**src/rtl/irq_xbar.sv**
```systemverilog
module irq_xbar #(
  parameter int N_SRC = 12,
  parameter int N_OUT = 8,
  parameter int REG_BYTES = 1,
  parameter int ADDR_W = 8,
  parameter int SAFE_IDX = 11,
  parameter logic [N_OUT-1:0] RSV_MASK = 8'b0010_0100,
  parameter logic [N_OUT-1:0] BYP_MASK = 8'b0100_0000,
  parameter logic [N_OUT*8-1:0] BYP_SRC = 64'h0003_0000_0000_0000
) (
  input  logic              clk,
  input  logic              rst_n,
  input  logic [N_SRC-1:0]  src_i,
  input  logic              bus_we,
  input  logic [ADDR_W-1:0] bus_addr,
  input  logic [31:0]       bus_wdata,
  input  logic [3:0]        bus_be,
  output logic [31:0]       bus_rdata,
  output logic              err_o,
  output logic [N_OUT-1:0]  irq_o
);
  localparam int SRC_W = (N_SRC > 1) ? $clog2(N_SRC) : 1;
  localparam int REG_W = 8 * REG_BYTES;

  if (!(REG_BYTES == 1 || REG_BYTES == 2 || REG_BYTES == 4)) begin : g_bad_width
    $error("irq_xbar: REG_BYTES must be 1, 2 or 4");
  end
  if (SRC_W > REG_W) begin : g_bad_fit
    $error("irq_xbar: source index does not fit the register width");
  end

  function automatic int slot_ofs(int k);
    int n = 0;
    for (int j = 0; j < k; j++) if (!RSV_MASK[j]) n++;
    return n * REG_BYTES;
  endfunction

  wire [REG_W-1:0] wval = bus_wdata[REG_W-1:0];
  wire full_be = &bus_be[REG_BYTES-1:0];
  wire bad_val = 32'(wval) >= 32'(N_SRC);
  wire unused_bus = ^{bus_wdata, bus_be};

  logic [N_OUT-1:0] irq_d, wr_hit;
  logic [31:0] rd_part [N_OUT];
  logic err_q;
  logic [N_OUT-1:0] irq_q;

  for (genvar k = 0; k < N_OUT; k++) begin : g_out
    localparam int OFS = slot_ofs(k);
    localparam logic [SRC_W-1:0] FIX = SRC_W'(BYP_SRC[k*8 +: 8]);
    if (RSV_MASK[k]) begin : g_rsv
      assign irq_d[k] = 1'b0;
      assign wr_hit[k] = 1'b0;
      assign rd_part[k] = '0;
      AST_RESERVED_QUIET: assert property (@(posedge clk) irq_o[k] == 1'b0);
    end else begin : g_slot
      wire hit = bus_addr == ADDR_W'(OFS);
      if (BYP_MASK[k]) begin : g_byp
        assign irq_d[k] = src_i[FIX];
        assign wr_hit[k] = 1'b0;
        assign rd_part[k] = hit ? 32'(FIX) : 32'd0;
        AST_BYPASS_TRACK: assert property (@(posedge clk) disable iff (!rst_n)
          $past(rst_n) |-> irq_o[k] == $past(src_i[FIX]));
      end else begin : g_route
        logic [SRC_W-1:0] sel_q;
        always_ff @(posedge clk) begin
          if (!rst_n) sel_q <= SRC_W'(SAFE_IDX);
          else if (bus_we && hit && full_be && !bad_val) sel_q <= wval[SRC_W-1:0];
        end
        assign irq_d[k] = src_i[sel_q];
        assign wr_hit[k] = hit;
        assign rd_part[k] = hit ? 32'(sel_q) : 32'd0;
        AST_SEL_RANGE: assert property (@(posedge clk) disable iff (!rst_n)
          32'(sel_q) < 32'(N_SRC));
        AST_BAD_WRITE_HELD: assert property (@(posedge clk) disable iff (!rst_n)
          (bus_we && hit && bad_val) |=> $stable(sel_q));
      end
    end
  end

  always_comb begin
    bus_rdata = '0;
    for (int k = 0; k < N_OUT; k++) bus_rdata = bus_rdata | rd_part[k];
  end

  always_ff @(posedge clk) begin
    if (!rst_n) begin
      irq_q <= '0;
      err_q <= 1'b0;
    end else begin
      irq_q <= irq_d;
      err_q <= bus_we && full_be && (|wr_hit) && bad_val;
    end
  end

  assign irq_o = irq_q;
  assign err_o = err_q;

  AST_RESET_CLEAR: assert property (@(posedge clk) !rst_n |=> irq_o == '0);
  AST_ERR_CAUSE: assert property (@(posedge clk) disable iff (!rst_n)
    err_o |-> $past(bus_we && full_be && bad_val));
  AST_ERR_PULSE: assert property (@(posedge clk) disable iff (!rst_n)
    err_o |-> $past(rst_n));
endmodule

```
**config.mk**
```make
export PLATFORM = sky130hd
export DESIGN_NAME = irq_xbar
export DESIGN_NICKNAME = d
export VERILOG_FILES = /design/src/rtl/irq_xbar.sv
export SDC_FILE = /design/constraint.sdc
export NUM_CORES = 1
export LEC_CHECK = 0
export BUFFER_PORTS_ARGS = -buffer_cell sky130_fd_sc_hd__buf_4
export CORE_ASPECT_RATIO = 1.4
export CORE_UTILIZATION = 50
export CTS_CLUSTER_DIAMETER = 30
export DETAILED_ROUTE_END_ITERATION = 16
export PLACE_DENSITY_LB_ADDON = 0.15
export SETUP_SLACK_MARGIN = 0.05
export SLEW_MARGIN = 20
export SYNTH_ARGS = -nofsm -noshare
export SYNTH_HDL_FRONTEND = slang
export SYNTH_SLANG_ARGS = --single-unit
```
**constraint.sdc**
```tcl
create_clock -name clk -period 4.3 [get_ports clk]
set_input_delay 0.43 -clock clk [delete_from_list [all_inputs] [get_ports clk]]
set_output_delay 0.43 -clock clk [all_outputs]
set_load 0.1 [all_outputs]
```
==> run_results.csv <==
group,metric,value,unit
placed_design,portBuffers,42,
cts,root_buffer,"clkbuf_8",
drt,final_antenna_net_count,0,
floorplanning,die_y,76.9,um
power_and_ir_drop,p_switching,0.000255,W
worst_setup_path,cp.required,3.87,ns
cts,numCtsBuffers,3,
power_and_ir_drop,switching_share,41.3,%
worst_setup_path,worst_path_max_delay_cell,"dfxtp_1",
drt,drcViolationCount,0,
power_and_ir_drop,power_frac_comb,35.2,%
sta,period_needed,2.08,ns
finish,final_core_util,59.8,%
finish,drive_above_1_share,28.9,%
drt,drt_first_pass_iters,4,
finish,area_growth_syn_to_layout,11.7,%
worst_hold_path,hold_path.class,"in2reg",
sta,final-setup-viol-count,0,
worst_setup_path,cp_top_family,"flip-flops",
finish,antenna_cells,0,
power_and_ir_drop,p_seq_share,41.1,%
power_and_ir_drop,irDropWorstVdd,0.184,mV
global_routing,grt_pass1_vias,1430,
cts,cts_tree,"done",
worst_setup_path,cp.buffers_inverters,1,
sta,tns,0,ns
logic_synthesis,synth_seq_cells,27,
logic_synthesis,yosysSeqAreaShare,27.0,%
worst_setup_path,crit_arrival,1.65,ns
global_routing,grt_util_all_layers,21.3,%
logic_synthesis,avgSynthCellArea,9.82,sq um
cts,cts_hold_buffers,0,
worst_setup_path,crit_path_end_kind,"output pin",
cts,postCtsSetupBuffers,0,
drt,wl_per_cell,15.9,um
logic_synthesis,synth_cells,204,
cts,clock_sink_count,27,
finish,layout_common_cells,"42 x buf_4, 31 x mux2i_1, 30 x conb_1, 27 x dfxtp_1, 19 x nor2b_1",
power_and_ir_drop,leakage,1.04,nW
logic_synthesis,syn_area,2000,sq um
worst_setup_path,rrSetupSlack,2.83,ns
drt,initialDrtViolationCount,49,
cts,cts.htree.levels,1,
floorplanning,pin_count,100,
logic_synthesis,synth_warnings,0,
placed_design,place.detailed.hpwl,3.31,mm
finish,n_fill_cell,345,
logic_synthesis,synth.distinct_cells,34,
worst_setup_path,max_stage_delay,0.52,ns
floorplanning,coreArea,3740,sq um
logic_synthesis,synthTopCellsByArea,"dfxtp_1 27%, mux2i_1 15%, mux4_2 13%",
sta,hold_violations,0,
floorplanning,initial_core_util,53.5,%
cts,clockBufferDepth,2,
floorplanning,dieArea,4270,sq um
worst_setup_path,crit_type,"reg2out",
finish,final_common_cell,"buf_4",
global_routing,antenna_found_initial,0,
sta,fmax,481,MHz
cts,insertion_delay,0.27,ns
power_and_ir_drop,p_clk_share,23.7,%
global_routing,overflow,0,
finish,fin_nets,295,
power_and_ir_drop,power.density,276,nW/um^2
logic_synthesis,synth_top_area_share,27.0,%
logic_synthesis,yosysTopAreaCell,"dfxtp_1",
worst_setup_path,crit_chain,"mux2_2, a22oi_1, o22a_1, nor2_1, buf_4",
sta,timing.final.crit_share,48.4,%
floorplanning,die_w,55.5,um
placed_design,place_congestion,0.836,
worst_setup_path,critPathMaxFanout,6,
sta,skew,0.00312,ns
sta,drv_slew,0,
global_routing,grt_pass1_wl,7.21,mm
job,cap_violations,0,
sta,rsz0062_at_grt,"no",
global_routing,grt_max_degree,32,
drt,routed_wl,4.41,mm
cts,cts_resized,0,
worst_setup_path,critPathLaunchType,"register",
cts,clkSlewWorstSetupHoldPaths,0.10,ns
outcome,status,"finished, final reports clean",
floorplanning,num_rows,26,
drt,drt-vias-per-instance,5.56,
drt,vias,1540,
power_and_ir_drop,intPower,0.000363,W
-- cells by family (layout without fill, tap and decap cells) --
group | count (synthesis) | in the layout | synth area share (%)
flops | 27 | 27 | 27.0
simple gates | 74 | 74 | 23.5
buf+inv | 44 | 46 | 14.4
compound gates | 13 | 13 | 4.87
mux | 45 | 45 | 30.1
other cells | 1 | 30 | 0.187
-- worst register-to-register path: cells and delay by family (launching register included) --
kind               cells  cell delay [ns]
AOI/OAI and AO/OA      1             0.20
and+or+nand+nor        1             0.08
muxes                  1             0.55
DFF                    1             0.56
-- Yosys cell counts --
| cell type | number |
|---|---|
| a211o_1 | 1 |
| a21oi_1 | 4 |
| a22oi_1 | 1 |
| a2bb2oi_1 | 1 |
| and2_1 | 1 |
| and4_2 | 1 |
| and4bb_2 | 1 |
| buf_2 | 2 |
| buf_4 | 30 |
| buf_6 | 1 |
| clkbuf_1 | 11 |
| conb_1 | 1 |
| dfxtp_1 | 27 |
| mux2_2 | 2 |
| mux2i_1 | 31 |
| mux4_2 | 12 |
| nand2_1 | 17 |
| nand2_2 | 1 |
| nand2b_1 | 3 |
| nand3_1 | 7 |
| nand3b_1 | 6 |
| nand4_2 | 1 |
| nand4b_1 | 5 |
| nor2_1 | 5 |
| nor2b_1 | 19 |
| nor3_1 | 1 |
| nor3_2 | 1 |
| nor3_4 | 1 |
| nor4_4 | 1 |
| o2111ai_1 | 5 |
| o22a_1 | 1 |
| or2_2 | 1 |
| or3b_1 | 1 |
| or4_4 | 1 |
-- power by group through the flow --
stage          sequential, W  combinational (W)  clock, W
2_1_floorplan       0.000282           0.000173         0
3_3_place_gp        0.000259           0.000216         0
3_5_place_dp        0.000260           0.000216         0
4_1_cts             0.000254           0.000216  0.000148
5_1_grt             0.000254           0.000225  0.000163
6_report            0.000254           0.000217  0.000147
-- flip-flops by register name (all words and copies together) (netlist names) --
signal,cells
g_out.g_slot.g_route.sel_q,20
irq_o,6
err_o,1
-- through the flow --
step	cells	power, W	setup WS, ns	hold WS, ns	instance area, sq um
floorplan	233	0.000455	1.37	0.467	2110
CTS	277	0.000618	2.21	0.430	2240
detailed placement	273	0.000476	2.21	0.503	2190
global route	277	0.000641	2.14	0.430	2240
finish	277	0.000618	2.22	0.434	2240
global placement	273	0.000475	2.20	0.500	2190
-- final cells by class --
class                   count  area [sq um]  area share [%]
flip-flops and latches     27           541            24.2
clock buffers               4          45.0            2.01
well taps                  42          52.6            2.35
multi-input cells         162          1280            57.4
repair buffers             42           315            14.1
-- routing by layer --
metal  global-route usage, %  part of all wire (%)
met5                       0                     0
met3                    3.04                   4.4
met1                    28.4                    41
met4                    7.50                   1.6
met2                    35.2                    53
-- final timing paths --
kind                                         start      endpoint  cells after the start
setup / recovery  g_out[4].g_slot.g_route.sel_q[1]  bus_rdata[1]                      5
hold / removal                            src_i[3]      irq_o[6]                      2
setup reg to reg  g_out[0].g_slot.g_route.sel_q[0]      irq_o[0]                      3
hold reg to reg   g_out[7].g_slot.g_route.sel_q[3]      irq_o[7]                      2
Note: power is estimated with default switching activity, not from simulation.
